===== src/rtl/dp_alu_pkg.sv =====
package dp_alu_pkg;

    typedef enum logic [3:0] {
        OP_AND = 4'h0, OP_EOR = 4'h1, OP_SUB = 4'h2, OP_RSB = 4'h3,
        OP_ADD = 4'h4, OP_ADC = 4'h5, OP_SBC = 4'h6, OP_RSC = 4'h7,
        OP_TST = 4'h8, OP_TEQ = 4'h9, OP_CMP = 4'hA, OP_CMN = 4'hB,
        OP_ORR = 4'hC, OP_MOV = 4'hD, OP_BIC = 4'hE, OP_MVN = 4'hF
    } alu_op_e;

    // How carry and overflow are formed
    typedef enum logic [1:0] {
        CLS_LOGIC = 2'd0,
        CLS_ADD   = 2'd1,
        CLS_SUB   = 2'd2,
        CLS_RSUB  = 2'd3
    } op_cls_e;

    typedef struct packed {
        logic n;
        logic z;
        logic c;
        logic v;
    } nzcv_t;

endpackage


===== src/rtl/dp_alu_decode.sv =====
module dp_alu_decode
    import dp_alu_pkg::*;
(
    input  logic [3:0] op_i,
    output op_cls_e    cls_o,
    output logic       chain_o,
    output logic       writes_o
);
    alu_op_e op;
    assign op = alu_op_e'(op_i);

    always_comb begin
        cls_o    = CLS_LOGIC;
        chain_o  = 1'b0;
        writes_o = 1'b1;
        unique case (op)
            OP_ADD, OP_CMN: cls_o = CLS_ADD;
            OP_ADC: begin
                cls_o   = CLS_ADD;
                chain_o = 1'b1;
            end
            OP_SUB, OP_CMP: cls_o = CLS_SUB;
            OP_SBC: begin
                cls_o   = CLS_SUB;
                chain_o = 1'b1;
            end
            OP_RSB: cls_o = CLS_RSUB;
            OP_RSC: begin
                cls_o   = CLS_RSUB;
                chain_o = 1'b1;
            end
            default: cls_o = CLS_LOGIC;
        endcase
        if (op inside {OP_TST, OP_TEQ, OP_CMP, OP_CMN}) begin
            writes_o = 1'b0;
        end
    end
endmodule


===== src/rtl/dp_alu_adder.sv =====
module dp_alu_adder #(
    parameter int W = 32
) (
    input  logic [W-1:0] x_i,
    input  logic [W-1:0] y_i,
    input  logic         cin_i,
    output logic [W-1:0] sum_o,
    output logic         cout_o,
    output logic         ovf_o
);
    localparam int MSB = W - 1;

    logic [W:0] wide;

    always_comb begin
        wide   = {1'b0, x_i} + {1'b0, y_i} + {{W{1'b0}}, cin_i};
        sum_o  = wide[MSB:0];
        cout_o = wide[W];
        ovf_o  = (x_i[MSB] == y_i[MSB]) && (wide[MSB] != x_i[MSB]);
    end
endmodule


===== src/rtl/dp_alu_logic.sv =====
module dp_alu_logic
    import dp_alu_pkg::*;
#(
    parameter int W = 32
) (
    input  logic [3:0]   op_i,
    input  logic [W-1:0] a_i,
    input  logic [W-1:0] b_i,
    output logic [W-1:0] res_o
);
    alu_op_e op;
    assign op = alu_op_e'(op_i);

    always_comb begin
        unique case (op)
            OP_AND, OP_TST: res_o = a_i & b_i;
            OP_EOR, OP_TEQ: res_o = a_i ^ b_i;
            OP_ORR:         res_o = a_i | b_i;
            OP_MOV:         res_o = b_i;
            OP_BIC:         res_o = a_i & ~b_i;
            OP_MVN:         res_o = ~b_i;
            default:        res_o = '0;
        endcase
    end
endmodule


===== src/rtl/dp_alu.sv =====
module dp_alu
    import dp_alu_pkg::*;
#(
    parameter int W = 32
) (
    input  logic         clk,
    input  logic         rst_n,
    input  logic [3:0]   op_i,
    input  logic [W-1:0] opa_i,
    input  logic [W-1:0] opb_i,
    input  logic         shift_carry_i,
    input  logic         shift_carry_live_i,
    input  logic         set_flags_i,
    output logic [W-1:0] result_o,
    output logic         wr_en_o,
    output logic [3:0]   flags_o
);
    localparam int MSB = W - 1;

    typedef struct packed {
        nzcv_t flags;
    } state_t;

    state_t  st_d, st_q;
    op_cls_e cls;
    logic    chain, writes;
    logic [W-1:0] add_x, add_y, add_sum, log_res;
    logic    add_cin, add_cout, add_ovf;

    dp_alu_decode u_dec (
        .op_i     (op_i),
        .cls_o    (cls),
        .chain_o  (chain),
        .writes_o (writes)
    );

    dp_alu_logic #(.W(W)) u_log (
        .op_i  (op_i),
        .a_i   (opa_i),
        .b_i   (opb_i),
        .res_o (log_res)
    );

    // Steer the shared adder by class
    always_comb begin
        add_x   = opa_i;
        add_y   = opb_i;
        add_cin = 1'b0;
        unique case (cls)
            CLS_ADD: begin
                add_cin = chain ? st_q.flags.c : 1'b0;
            end
            CLS_SUB: begin
                add_y   = ~opb_i;
                add_cin = chain ? st_q.flags.c : 1'b1;
            end
            CLS_RSUB: begin
                add_x   = opb_i;
                add_y   = ~opa_i;
                add_cin = chain ? st_q.flags.c : 1'b1;
            end
            default: ;
        endcase
    end

    dp_alu_adder #(.W(W)) u_add (
        .x_i    (add_x),
        .y_i    (add_y),
        .cin_i  (add_cin),
        .sum_o  (add_sum),
        .cout_o (add_cout),
        .ovf_o  (add_ovf)
    );

    always_comb begin
        result_o = (cls == CLS_LOGIC) ? log_res : add_sum;
        wr_en_o  = writes;
        st_d     = st_q;
        if (set_flags_i) begin
            st_d.flags.n = result_o[MSB];
            st_d.flags.z = (result_o == '0);
            if (cls == CLS_LOGIC) begin
                if (shift_carry_live_i) begin
                    st_d.flags.c = shift_carry_i;
                end
            end else begin
                st_d.flags.c = add_cout;
                st_d.flags.v = add_ovf;
            end
        end
    end

    always_ff @(posedge clk or negedge rst_n) begin
        if (!rst_n) begin
            st_q <= '0;
        end else begin
            st_q <= st_d;
        end
    end

    assign flags_o = st_q.flags;
endmodule


===== config.mk =====
export PLATFORM = sky130hd
export DESIGN_NAME = dp_alu
export DESIGN_NICKNAME = d
export VERILOG_FILES = /design/src/rtl/dp_alu_pkg.sv /design/src/rtl/dp_alu_decode.sv /design/src/rtl/dp_alu_adder.sv /design/src/rtl/dp_alu_logic.sv /design/src/rtl/dp_alu.sv
export SDC_FILE = /design/constraint.sdc
export NUM_CORES = 1
export LEC_CHECK = 0
export ABC_AREA = 1
export BUFFER_PORTS_ARGS = -buffer_cell sky130_fd_sc_hd__buf_2
export CORE_UTILIZATION = 59
export CTS_CLUSTER_DIAMETER = 40
export CTS_CLUSTER_SIZE = 28
export DETAILED_ROUTE_END_ITERATION = 7
export HOLD_SLACK_MARGIN = 0.12
export PLACE_DENSITY = 0.84
export SETUP_SLACK_MARGIN = 0.4
export SLEW_MARGIN = 30
export SYNTH_ARGS = -nofsm -noshare
export SYNTH_HDL_FRONTEND = slang
export SYNTH_SLANG_ARGS = --single-unit
export TNS_END_PERCENT = 20

===== constraint.sdc =====
create_clock -name clk -period 3.51 [get_ports clk]
set_input_delay 0.351 -clock clk [delete_from_list [all_inputs] [get_ports clk]]
set_output_delay 0.351 -clock clk [all_outputs]
set_load 0.02 [all_outputs]

==> results of run 1 <==
## stage by stage
step                      utilization (%)  std cells  hold slack [ns]
after global placement               74.4       1412            0.161
after floorplan                         -       1133           0.0554
after CTS                            82.9       1442            0.447
after detailed placement             74.4       1412            0.161
## kinds of logic after synthesis
family,Yosys count
DFF,4
xor gates and xnor gates,20
AOI/OAI and AO/OA,196
buffers and inverters,244
adders and majority gates,65
and+or+nand+nor,604
## synthesized netlist by cell type, types with 3 or more instances
cell type / count
sky130_fd_sc_hd__o2111ai_1: 11
sky130_fd_sc_hd__nor3_1: 11
sky130_fd_sc_hd__buf_4: 4
sky130_fd_sc_hd__nand3_1: 91
sky130_fd_sc_hd__nand2_1: 384
sky130_fd_sc_hd__nor2_1: 83
sky130_fd_sc_hd__a211oi_1: 4
sky130_fd_sc_hd__o22ai_1: 6
sky130_fd_sc_hd__dfrtp_1: 4
sky130_fd_sc_hd__nand4_1: 18
sky130_fd_sc_hd__o221ai_1: 32
sky130_fd_sc_hd__nand3b_1: 5
sky130_fd_sc_hd__o211ai_1: 8
sky130_fd_sc_hd__inv_1: 201
sky130_fd_sc_hd__xor2_1: 20
sky130_fd_sc_hd__o21bai_1: 4
sky130_fd_sc_hd__a21oi_1: 40
sky130_fd_sc_hd__buf_2: 10
sky130_fd_sc_hd__a31oi_1: 7
sky130_fd_sc_hd__clkbuf_1: 23
sky130_fd_sc_hd__ha_1: 63
sky130_fd_sc_hd__nand2_2: 3
sky130_fd_sc_hd__o21ai_0: 74
sky130_fd_sc_hd__or2_2: 3
## repair_timing
action | 4_1_cts
cloned | 2
endpoints found under the setup margin | 27
hold buffers | 1
buffers inserted | 24
resized for setup | 150
pin swaps | 51
endpoints found under the hold margin | 4
## layer usage
layer	track usage, %	GRT overflow
met1	79.9	0
met3	65.1	0
met4	77.8	8
met5	34.9	0
met2	93.7	7
==> flow_results.xml, run 1 <==
<?xml version="1.0" encoding="UTF-8"?>
<metrics>
  <group name="floorplanning">
    <metric name="num_io_pins" unit="">110</metric>
    <metric name="start_util" unit="%">61.8</metric>
    <metric name="die_height" unit="µm">101</metric>
    <metric name="die_w" unit="µm">101</metric>
    <metric name="placement_rows" unit="">35</metric>
  </group>
  <group name="placed_design">
    <metric name="dp.final_hpwl" unit="µm">18100</metric>
    <metric name="portBuffers" unit="">109</metric>
    <metric name="gp_congestion" unit="">1.05</metric>
    <metric name="pre_cts_slack" unit="ns">0.00276</metric>
    <metric name="placed_area" unit="µm²">6970</metric>
  </group>
  <group name="synth">
    <metric name="main_combinational_cell_family_by_area_after_synthesis" unit="">simple AND/OR/NAND/NOR gates</metric>
    <metric name="ys_seq_elements" unit="">4</metric>
    <metric name="synth_compound_area_share" unit="%">21.3</metric>
    <metric name="ys_dominant_reg_cell" unit="">sky130_fd_sc_hd__dfrtp_1</metric>
    <metric name="yosys-mux-area-fraction" unit="%">0</metric>
    <metric name="synthesis.area_per_instance" unit="µm²">5.11</metric>
    <metric name="yosysTopAreaCell" unit="">sky130_fd_sc_hd__nand2_1</metric>
    <metric name="netlist_area" unit="µm²">5790</metric>
    <metric name="asyncSetResetFlopFracSynth" unit="%">100</metric>
    <metric name="synth_edf_count" unit="">0</metric>
    <metric name="synth-simple-area-share" unit="%">43.1</metric>
    <metric name="synth_xor_area_share" unit="%">3.02</metric>
    <metric name="syn_nets" unit="">1271</metric>
    <metric name="yosysUniqueCellTypes" unit="">42</metric>
    <metric name="synthDominantCellAreaShare" unit="%">24.9</metric>
    <metric name="post_synth_inst_count" unit="">1133</metric>
    <metric name="synth.yosys.seq_area_share" unit="%">1.73</metric>
    <metric name="ys.warnings.count" unit="">0</metric>
    <metric name="yosys.area_share.adder" unit="%">14.3</metric>
    <metric name="synth_area_leaders" unit="">sky130_fd_sc_hd__nand2_1, sky130_fd_sc_hd__ha_1, sky130_fd_sc_hd__inv_1, sky130_fd_sc_hd__nand3_1, sky130_fd_sc_hd__o21ai_0</metric>
  </group>
  <group name="global_routing">
    <metric name="grt_max_degree" unit="">45</metric>
    <metric name="overflow" unit="">15</metric>
    <metric name="groute.usage.overall" unit="%">79.1</metric>
  </group>
  <group name="clock_tree">
    <metric name="cts_buffers" unit="">3</metric>
    <metric name="cts-htree-levels" unit="">1</metric>
    <metric name="clock_sinks" unit="">4</metric>
    <metric name="clock_tree.buffer_depth" unit="">2</metric>
    <metric name="cts-root-buf" unit="">sky130_fd_sc_hd__clkbuf_8</metric>
  </group>
  <group name="timing">
    <metric name="worst-endpoint-pin-kind" unit="">primary output</metric>
    <metric name="timing.grt.repair.worst_endpoint" unit="">result_o[30]</metric>
  </group>
  <group name="status">
    <metric name="run.stop_error" unit="">[ERROR GRT-0232] Routing congestion too high. Check the congestion heatmap in the GUI.</metric>
    <metric name="haltStage" unit="">global routing (5_1_grt)</metric>
    <metric name="outcome" unit="">aborted with a tool error</metric>
  </group>
</metrics>
==> run 2: changes to the inputs <==
--- a/config.mk
+++ b/config.mk
@@ -7,13 +7,9 @@
 export LEC_CHECK = 0
 export ABC_AREA = 1
 export BUFFER_PORTS_ARGS = -buffer_cell sky130_fd_sc_hd__buf_2
-export CORE_UTILIZATION = 59
-export CTS_CLUSTER_DIAMETER = 40
-export CTS_CLUSTER_SIZE = 28
+export CORE_UTILIZATION = 40
 export DETAILED_ROUTE_END_ITERATION = 7
-export HOLD_SLACK_MARGIN = 0.12
-export PLACE_DENSITY = 0.84
-export SETUP_SLACK_MARGIN = 0.4
+export PLACE_DENSITY_LB_ADDON = 0.15
 export SLEW_MARGIN = 30
 export SYNTH_ARGS = -nofsm -noshare
 export SYNTH_HDL_FRONTEND = slang
==> flow_results.xml, run 2 <==
<?xml version="1.0" encoding="UTF-8"?>
<metrics>
  <group name="layout">
    <metric name="nets" unit="">1419</metric>
    <metric name="final_cell_mix" unit="">sky130_fd_sc_hd__nand2_1, sky130_fd_sc_hd__inv_1, sky130_fd_sc_hd__buf_2</metric>
    <metric name="antenna-diode-count" unit="">0</metric>
    <metric name="synthToLayoutAreaGrowth" unit="%">24.3</metric>
    <metric name="post_route_cells_drive_above_1_share" unit="%">18.1</metric>
    <metric name="largest_register_ffs" unit="">4</metric>
    <metric name="fin_area" unit="µm²">7200</metric>
    <metric name="mostFrequentLayoutCell" unit="">sky130_fd_sc_hd__nand2_1</metric>
  </group>
  <group name="synth">
    <metric name="synth-simple-area-share" unit="%">43.1</metric>
    <metric name="synth_common_cells" unit="">sky130_fd_sc_hd__nand2_1, sky130_fd_sc_hd__inv_1, sky130_fd_sc_hd__nand3_1</metric>
    <metric name="post_synth_inst_count" unit="">1133</metric>
    <metric name="most_common_cell_in_the_synthesized_netlist" unit="">sky130_fd_sc_hd__nand2_1</metric>
    <metric name="synth.yosys.seq_area_share" unit="%">1.73</metric>
    <metric name="ys_seq_elements" unit="">4</metric>
    <metric name="synthesis.area_per_instance" unit="µm²">5.11</metric>
    <metric name="synth_xor_area_share" unit="%">3.02</metric>
    <metric name="synth_compound_area_share" unit="%">21.3</metric>
    <metric name="synth_edf_count" unit="">0</metric>
    <metric name="yosys.area_share.adder" unit="%">14.3</metric>
    <metric name="yosysUniqueCellTypes" unit="">42</metric>
    <metric name="ys_dominant_reg_cell" unit="">sky130_fd_sc_hd__dfrtp_1</metric>
    <metric name="netlist_area" unit="µm²">5790</metric>
    <metric name="yosysTopAreaCell" unit="">sky130_fd_sc_hd__nand2_1</metric>
    <metric name="synthDominantCellAreaShare" unit="%">24.9</metric>
    <metric name="synth_area_leaders" unit="">sky130_fd_sc_hd__nand2_1, sky130_fd_sc_hd__ha_1, sky130_fd_sc_hd__inv_1, sky130_fd_sc_hd__nand3_1, sky130_fd_sc_hd__o21ai_0</metric>
    <metric name="syn_nets" unit="">1271</metric>
    <metric name="yosys-mux-area-fraction" unit="%">0</metric>
    <metric name="main_combinational_cell_family_by_area_after_synthesis" unit="">simple AND/OR/NAND/NOR gates</metric>
    <metric name="ys.warnings.count" unit="">0</metric>
    <metric name="asyncSetResetFlopFracSynth" unit="%">100</metric>
  </group>
  <group name="worst_hold_path">
    <metric name="worstHoldStart" unit="">shift_carry_i</metric>
    <metric name="min_delay_worst_endpoint" unit="">flags_o[1]</metric>
    <metric name="timing.hold.worst_path_depth" unit="">3</metric>
    <metric name="worstHoldPathType" unit="">in2reg</metric>
  </group>
  <group name="timing">
    <metric name="final_max_slew_violation_count" unit="">0</metric>
    <metric name="clock.fmax" unit="MHz">301</metric>
    <metric name="setup_viol" unit="">0</metric>
    <metric name="min_period" unit="ns">3.32</metric>
    <metric name="grt_setup_unrepaired" unit="">yes</metric>
    <metric name="post-route-period-util" unit="%">94.7</metric>
    <metric name="tightestPinTransition" unit="ns">0.747</metric>
    <metric name="finalClockSkew" unit="ns">0.00951</metric>
    <metric name="whs" unit="ns">0.429</metric>
    <metric name="worst_rel_slew_slack" unit="%">50.0</metric>
    <metric name="finalHoldViolCount" unit="">0</metric>
  </group>
  <group name="floorplanning">
    <metric name="floorplan.core_area" unit="µm²">14000</metric>
    <metric name="die_w" unit="µm">122</metric>
    <metric name="num_io_pins" unit="">110</metric>
    <metric name="start_util" unit="%">41.4</metric>
    <metric name="placement_rows" unit="">43</metric>
    <metric name="die_height" unit="µm">122</metric>
    <metric name="dieArea" unit="µm²">15000</metric>
  </group>
  <group name="global_routing">
    <metric name="grt_antenna_before_repair" unit="">0</metric>
    <metric name="groute.usage.overall" unit="%">31.4</metric>
    <metric name="overflow" unit="">0</metric>
    <metric name="first_global_vias" unit="">7145</metric>
    <metric name="grt_pass1_wl" unit="µm">36700</metric>
    <metric name="grt_max_degree" unit="">46</metric>
  </group>
  <group name="placed_design">
    <metric name="dp.final_hpwl" unit="µm">18800</metric>
    <metric name="gp_congestion" unit="">0.988</metric>
    <metric name="portBuffers" unit="">109</metric>
    <metric name="placed_area" unit="µm²">6900</metric>
  </group>
  <group name="critical_path">
    <metric name="worst_r2r_startpoint" unit="">flags_o[1]</metric>
    <metric name="reg2reg_depth" unit="">18</metric>
    <metric name="cp-end-kind" unit="">primary output</metric>
    <metric name="worstPathBufferInverterCount" unit="">5</metric>
    <metric name="worst_path_dominant_cell_family" unit="">simple AND/OR/NAND/NOR gates</metric>
    <metric name="crit_fanout" unit="">4</metric>
    <metric name="cpMostUsedCell" unit="">sky130_fd_sc_hd__nand2_1</metric>
    <metric name="crit_path_max_incr_delay" unit="ns">0.40</metric>
    <metric name="critPathLaunchType" unit="">input port</metric>
    <metric name="worst_r2r_endpoint" unit="">flags_o[2]</metric>
    <metric name="critical_path_class" unit="">in2out</metric>
    <metric name="crit_arrival" unit="ns">2.97</metric>
    <metric name="timing.reg2reg.setup_slack" unit="ns">0.57</metric>
    <metric name="crit_chain" unit="">buf_2 &gt; nand2_2 &gt; nor2_4 &gt; inv_2 &gt; nand2_4 &gt; inv_1 &gt; nand2_1 &gt; o21ai_1 &gt; fa_2 &gt; inv_2 &gt; fa_2 &gt; nand2_1 &gt; nand2_2 &gt; nand3_2 &gt; nand2_2 &gt; nand2_1 &gt; nand2_1 &gt; nand3_1 &gt; nand2_1 &gt; nand2_1 &gt; nand3_1 &gt; nand2_2 &gt; buf_6</metric>
    <metric name="crit_required" unit="ns">3.16</metric>
    <metric name="worst_path_max_delay_cell" unit="">sky130_fd_sc_hd__fa_2</metric>
  </group>
  <group name="detailed_routing">
    <metric name="firstDrtPassIters" unit="">8</metric>
    <metric name="routed_wl" unit="µm">23900</metric>
    <metric name="routed_via_density" unit="">5.47</metric>
    <metric name="drt_first_iter_violations" unit="">774</metric>
    <metric name="drc" unit="">0</metric>
    <metric name="drt.antenna.violating_nets" unit="">0</metric>
    <metric name="drt-wirelength-per-cell" unit="µm">16.4</metric>
    <metric name="dr_total_vias" unit="">7988</metric>
  </group>
  <group name="clock_tree">
    <metric name="clock_latency_at_the_later_pin_of_the_worst_skew_pair" unit="ns">0.24</metric>
    <metric name="clk_pin_slew" unit="ns">0.03</metric>
    <metric name="cts-root-buf" unit="">sky130_fd_sc_hd__clkbuf_16</metric>
    <metric name="cts_buffers" unit="">3</metric>
    <metric name="cts_tree" unit="">yes</metric>
    <metric name="clock_tree.buffer_depth" unit="">2</metric>
    <metric name="clock_sinks" unit="">4</metric>
    <metric name="cts-htree-levels" unit="">1</metric>
  </group>
  <group name="flow_run">
    <metric name="cap_viol_max_count" unit="">0</metric>
  </group>
  <group name="power">
    <metric name="p_sw" unit="mW">1.07</metric>
    <metric name="powerDensity" unit="nW/µm²">259</metric>
    <metric name="vdd.ir_drop.worst" unit="V">0.000242</metric>
    <metric name="power.share.sequential" unit="%">3.1</metric>
    <metric name="power_report.internal_total" unit="mW">0.793</metric>
    <metric name="comb_power_share" unit="%">86.3</metric>
    <metric name="power_leakage" unit="nW">4.05</metric>
    <metric name="pwr-share-clk" unit="%">10.5</metric>
    <metric name="switching_share" unit="%">57.5</metric>
  </group>
  <group name="status">
    <metric name="outcome" unit="">finished clean</metric>
  </group>
</metrics>
## run 2: cells by family after synthesis
kind of cell,Yosys count
adders and majority gates,65
DFF,4
and+or+nand+nor,604
xor gates and xnor gates,20
AOI/OAI and AO/OA,196
buffers and inverters,244
## run 2: power groups by stage
| stage | registers, mW | clock network, mW | logic (mW) |
|---|---|---|---|
| CTS | 0.0584 | 0.194 | 1.52 |
| detailed placement | 0.0589 | 0 | 1.51 |
| global route | 0.0592 | 0.198 | 1.78 |
| finish | 0.0583 | 0.197 | 1.61 |
| global placement | 0.0587 | 0 | 1.50 |
| floorplan | 0.0663 | 0 | 0.950 |
## run 2: area by class of cell
cell class	instances	area [µm²]
Timing Repair Buffer	184	1200
Inverter	203	762
Clock buffer	3	75.1
Multi-Input combinational cell	885	4840
Tap cell	180	225
Fill cell	1539	6790
Sequential cell	4	100
## run 2: worst max path at each step
stage	startpoint	endpoint	slack, ns	depth (start not counted)
after floorplan	op_i[0]	flags_o[2]	0.14	25
after global placement	op_i[0]	flags_o[2]	-0.01	25
after detailed placement	op_i[0]	flags_o[2]	-0.06	25
after CTS	op_i[0]	result_o[30]	0.04	23
after global routing	op_i[0]	result_o[24]	-0.04	22
final	op_i[0]	result_o[30]	0.19	23
## run 2: timing repair
action                     CTS  global route
gates cloned                 0             1
setup endpoints to repair    1            25
pin swaps                    0            14
hold endpoints to repair     4             0
resized for setup            2            41
hold buffers                 1             0
buffers inserted             0             9
## run 2: layer usage
layer	up-vias	track usage, %	wire length, µm
met5	-	0	0
met4	0	7.39	522
met3	44	5.53	2560
met2	413	48.0	10100
met1	3542	45.1	10700
li1	3989	-	-
## run 2: worst min-delay path: stages
cell and delay, ns:
sky130_fd_sc_hd__buf_2 0.09, sky130_fd_sc_hd__nor2_1 0.09, sky130_fd_sc_hd__o31ai_1 0.07
## run 2: per-stage QoR
stage	setup WS, ns	util [%]	total power [mW]	TNS, ns	cells
after floorplan	0.142	-	1.02	0	1133
after global placement	-0.0117	49.3	1.56	-0.0117	1445
after detailed placement	-0.0558	49.3	1.56	-0.0734	1445
after CTS	0.0397	49.9	1.77	0	1449
after global routing	-0.0374	51.5	2.04	-0.248	1459
final	0.185	51.5	1.87	0	1459
Power figures use the tool's default switching activity.
==> run 3: changes to the inputs <==
--- a/config.mk
+++ b/config.mk
@@ -5,7 +5,7 @@
 export SDC_FILE = /design/constraint.sdc
 export NUM_CORES = 1
 export LEC_CHECK = 0
-export ABC_AREA = 1
+export ABC_AREA = 0
 export BUFFER_PORTS_ARGS = -buffer_cell sky130_fd_sc_hd__buf_2
 export CORE_UTILIZATION = 40
 export DETAILED_ROUTE_END_ITERATION = 7
==> flow_results.xml, run 3 <==
<?xml version="1.0" encoding="UTF-8"?>
<metrics>
  <group name="status">
    <metric name="outcome" unit="">finished with violations</metric>
    <metric name="failed_checks" unit="">negative setup slack</metric>
  </group>
  <group name="detailed_routing">
    <metric name="drc" unit="">0</metric>
    <metric name="drt_first_iter_violations" unit="">645</metric>
    <metric name="drt-wirelength-per-cell" unit="µm">17.2</metric>
    <metric name="firstDrtPassIters" unit="">5</metric>
    <metric name="routed_wl" unit="µm">24100</metric>
    <metric name="drt.antenna.violating_nets" unit="">0</metric>
    <metric name="routed_via_density" unit="">5.77</metric>
    <metric name="dr_total_vias" unit="">8124</metric>
  </group>
  <group name="power">
    <metric name="powerDensity" unit="nW/µm²">279</metric>
    <metric name="power_leakage" unit="nW">4.32</metric>
    <metric name="vdd.ir_drop.worst" unit="V">0.000152</metric>
  </group>
  <group name="floorplanning">
    <metric name="placement_rows" unit="">42</metric>
    <metric name="start_util" unit="%">41.1</metric>
    <metric name="floorplan.core_area" unit="µm²">13300</metric>
    <metric name="num_io_pins" unit="">110</metric>
    <metric name="dieArea" unit="µm²">14100</metric>
    <metric name="die_w" unit="µm">119</metric>
    <metric name="die_height" unit="µm">119</metric>
  </group>
  <group name="clock_tree">
    <metric name="cts_buffers" unit="">3</metric>
    <metric name="clock_sinks" unit="">4</metric>
    <metric name="clock_latency_at_the_later_pin_of_the_worst_skew_pair" unit="ns">0.22</metric>
    <metric name="cts-htree-levels" unit="">1</metric>
    <metric name="clk_pin_slew" unit="ns">0.03</metric>
    <metric name="cts_tree" unit="">yes</metric>
    <metric name="clock_tree.buffer_depth" unit="">2</metric>
    <metric name="cts-root-buf" unit="">sky130_fd_sc_hd__clkbuf_16</metric>
  </group>
  <group name="layout">
    <metric name="nets" unit="">1371</metric>
    <metric name="largest_register_ffs" unit="">4</metric>
    <metric name="post_route_cells_drive_above_1_share" unit="%">38.4</metric>
    <metric name="mostFrequentLayoutCell" unit="">sky130_fd_sc_hd__buf_4</metric>
    <metric name="antenna-diode-count" unit="">0</metric>
    <metric name="final_cells" unit="">1407</metric>
    <metric name="synthToLayoutAreaGrowth" unit="%">59.1</metric>
    <metric name="final_cell_mix" unit="">sky130_fd_sc_hd__buf_4, sky130_fd_sc_hd__o21ai_0, sky130_fd_sc_hd__nand2_1</metric>
  </group>
  <group name="synth">
    <metric name="synth_compound_area_share" unit="%">43.9</metric>
    <metric name="asyncSetResetFlopFracSynth" unit="%">100</metric>
    <metric name="synth_xor_area_share" unit="%">2.56</metric>
    <metric name="netlist_area" unit="µm²">5470</metric>
    <metric name="synthesis.area_per_instance" unit="µm²">6.05</metric>
    <metric name="yosys.area_share.adder" unit="%">15.1</metric>
    <metric name="synth.yosys.seq_area_share" unit="%">1.83</metric>
    <metric name="synthDominantCellAreaShare" unit="%">14.6</metric>
    <metric name="post_synth_inst_count" unit="">904</metric>
    <metric name="syn_nets" unit="">1042</metric>
    <metric name="ys_seq_elements" unit="">4</metric>
    <metric name="yosysTopAreaCell" unit="">sky130_fd_sc_hd__o21ai_0</metric>
    <metric name="synth_common_cells" unit="">sky130_fd_sc_hd__o21ai_0, sky130_fd_sc_hd__nand2_1, sky130_fd_sc_hd__inv_1</metric>
    <metric name="synth-simple-area-share" unit="%">23.5</metric>
    <metric name="most_common_cell_in_the_synthesized_netlist" unit="">sky130_fd_sc_hd__o21ai_0</metric>
    <metric name="yosys-mux-area-fraction" unit="%">2.63</metric>
    <metric name="synth_area_leaders" unit="">sky130_fd_sc_hd__o21ai_0, sky130_fd_sc_hd__ha_1, sky130_fd_sc_hd__nand2_1, sky130_fd_sc_hd__a21oi_1, sky130_fd_sc_hd__inv_1</metric>
    <metric name="main_combinational_cell_family_by_area_after_synthesis" unit="">compound AO/OA/AOI/OAI gates</metric>
    <metric name="yosysUniqueCellTypes" unit="">72</metric>
    <metric name="synth_edf_count" unit="">0</metric>
    <metric name="ys_dominant_reg_cell" unit="">sky130_fd_sc_hd__dfrtp_1</metric>
    <metric name="ys.warnings.count" unit="">0</metric>
  </group>
  <group name="worst_hold_path">
    <metric name="timing.hold.worst_path_depth" unit="">4</metric>
    <metric name="worstHoldPathType" unit="">in2reg</metric>
  </group>
  <group name="critical_path">
    <metric name="timing.reg2reg.setup_slack" unit="ns">-1.26</metric>
    <metric name="crit_required" unit="ns">3.66</metric>
    <metric name="crit_arrival" unit="ns">4.96</metric>
    <metric name="critPathLaunchType" unit="">input port</metric>
    <metric name="crit_fanout" unit="">5</metric>
    <metric name="critical_path_class" unit="">in2reg</metric>
    <metric name="reg2reg_depth" unit="">20</metric>
    <metric name="cp-end-kind" unit="">flop</metric>
  </group>
  <group name="timing">
    <metric name="min_period" unit="ns">4.82</metric>
    <metric name="grt_setup_unrepaired" unit="">yes</metric>
    <metric name="tightestPinTransition" unit="ns">0.556</metric>
    <metric name="post-route-period-util" unit="%">137</metric>
    <metric name="clock.fmax" unit="MHz">208</metric>
    <metric name="setup_viol" unit="">29</metric>
    <metric name="finalHoldViolCount" unit="">0</metric>
    <metric name="whs" unit="ns">0.437</metric>
    <metric name="worst_rel_slew_slack" unit="%">63.0</metric>
    <metric name="final_max_slew_violation_count" unit="">0</metric>
    <metric name="finalClockSkew" unit="ns">0.00252</metric>
    <metric name="timing.final.ws_setup" unit="ns">-1.31</metric>
  </group>
  <group name="placed_design">
    <metric name="dp.final_hpwl" unit="µm">18000</metric>
    <metric name="portBuffers" unit="">109</metric>
    <metric name="gp_congestion" unit="">0.927</metric>
    <metric name="dpl.cell_count" unit="">1386</metric>
  </group>
  <group name="global_routing">
    <metric name="grt_pass1_wl" unit="µm">37800</metric>
    <metric name="overflow" unit="">0</metric>
    <metric name="groute.usage.overall" unit="%">33.2</metric>
    <metric name="first_global_vias" unit="">7436</metric>
    <metric name="grt_max_degree" unit="">60</metric>
    <metric name="grt_antenna_before_repair" unit="">0</metric>
  </group>
  <group name="flow_run">
    <metric name="cap_viol_max_count" unit="">0</metric>
  </group>
</metrics>
==> run 3: cell types whose count changed in the layout (fill, tap and decap cells not counted), moves of 13 or more <==
cell | before | now
sky130_fd_sc_hd__o21ai_1 | 2 | 15
sky130_fd_sc_hd__nand3_1 | 88 | 18
sky130_fd_sc_hd__buf_6 | 2 | 24
sky130_fd_sc_hd__nand2_1 | 373 | 121
sky130_fd_sc_hd__inv_1 | 199 | 79
sky130_fd_sc_hd__o221ai_1 | 32 | 8
sky130_fd_sc_hd__a21o_1 | 0 | 18
sky130_fd_sc_hd__o21ai_0 | 73 | 136
sky130_fd_sc_hd__buf_2 | 104 | 89
sky130_fd_sc_hd__a21oi_1 | 36 | 57
sky130_fd_sc_hd__xor2_1 | 20 | 5
sky130_fd_sc_hd__nor2_1 | 77 | 52
sky130_fd_sc_hd__buf_4 | 71 | 266
==> run 3: kinds of logic (layout without fill, tap and decap cells) <==
| group | count (synthesis) | count (layout) |
|---|---|---|
| AOI/OAI and AO/OA | 385 | 385 |
| buffers and inverters | 145 | 472 |
| xor gates and xnor gates | 16 | 16 |
| muxes | 14 | 14 |
| DFF | 4 | 4 |
| and+or+nand+nor | 275 | 275 |
| adders and majority gates | 65 | 65 |
==> run 3: worst max-delay path, cell delays in order <==
cell and delay (ns):
sky130_fd_sc_hd__buf_6 0.10, sky130_fd_sc_hd__buf_6 0.10, sky130_fd_sc_hd__and2_4 0.14, sky130_fd_sc_hd__o31ai_4 0.26, sky130_fd_sc_hd__nor2_2 0.06, sky130_fd_sc_hd__a211oi_2 0.20, sky130_fd_sc_hd__fa_2 0.26, sky130_fd_sc_hd__inv_2 0.04
sky130_fd_sc_hd__fa_2 0.33, sky130_fd_sc_hd__a21o_1 0.19, sky130_fd_sc_hd__a221o_1 0.36, sky130_fd_sc_hd__buf_4 0.15, sky130_fd_sc_hd__buf_6 0.12, sky130_fd_sc_hd__nand3b_1 0.12, sky130_fd_sc_hd__a311oi_4 0.12, sky130_fd_sc_hd__buf_4 0.17
sky130_fd_sc_hd__or3_4 0.39, sky130_fd_sc_hd__a31oi_4 0.19, sky130_fd_sc_hd__o2111ai_1 0.20, sky130_fd_sc_hd__or4_4 0.53, sky130_fd_sc_hd__or4_4 0.47, sky130_fd_sc_hd__o22ai_2 0.10
==> run 3: worst paths after layout <==
kind | from | to
worst max-delay path | op_i[3] | flags_o[2]
worst min-delay path | shift_carry_live_i | flags_o[1]
worst max register to register | flags_o[1] | flags_o[2]
worst min register to register | flags_o[3] | flags_o[3]
max in group asynchronous | rst_n | flags_o[0]
min in group asynchronous | rst_n | flags_o[1]
==> run 3: through the flow <==
| stage | power (mW) | instance area, µm² | setup TNS (ns) | worst slack [ns] | util [%] |
|---|---|---|---|---|---|
| final | 2.42 | 8700 | -14.75 | -1.31 | 65.4 |
| after global routing | 2.60 | 8700 | -19.61 | -1.45 | 65.4 |
| after CTS | 2.34 | 8580 | -15.30 | -1.35 | 64.5 |
| after floorplan | 1.08 | 5590 | -27.45 | -2.28 | - |
| after global placement | 1.96 | 8000 | -22.07 | -1.77 | 60.1 |
| after detailed placement | 1.97 | 8000 | -23.74 | -1.89 | 60.1 |
==> run 3: power breakdown <==
| group | total, mW | internal [mW] | switching, mW |
|---|---|---|---|
| logic | 2.19 | 1.05 | 1.13 |
| registers | 0.0601 | 0.0549 | 0.00521 |
| clock network | 0.178 | 0.146 | 0.0320 |
==> run 3: what timing repair did <==
action / CTS / global route
resized for setup: 108 / 36
endpoints found under the setup margin: 32 / 30
setup buffers: 20 / 9
endpoints found under the hold margin: 4 / 0
hold buffers: 1 / 0
pin swaps: 41 / 20
==> run 3: layer usage <==
layer / routed length (µm) / track usage [%] / vias up
li1: - / - / 3981
met2: 10900 / 54.9 / 351
met3: 2110 / 4.36 / 59
met1: 10400 / 44.6 / 3733
met4: 764 / 10.0 / 0
met5: 0 / 0 / -
==> run 3: final cells by class <==
type / count / area, µm²
tap: 176 / 220
multi-input combinational: 755 / 5180
fill: 1232 / 4590
timing repair buffer: 385 / 2800
clock buffer: 3 / 75.1
inverter: 84 / 319
sequential: 4 / 100
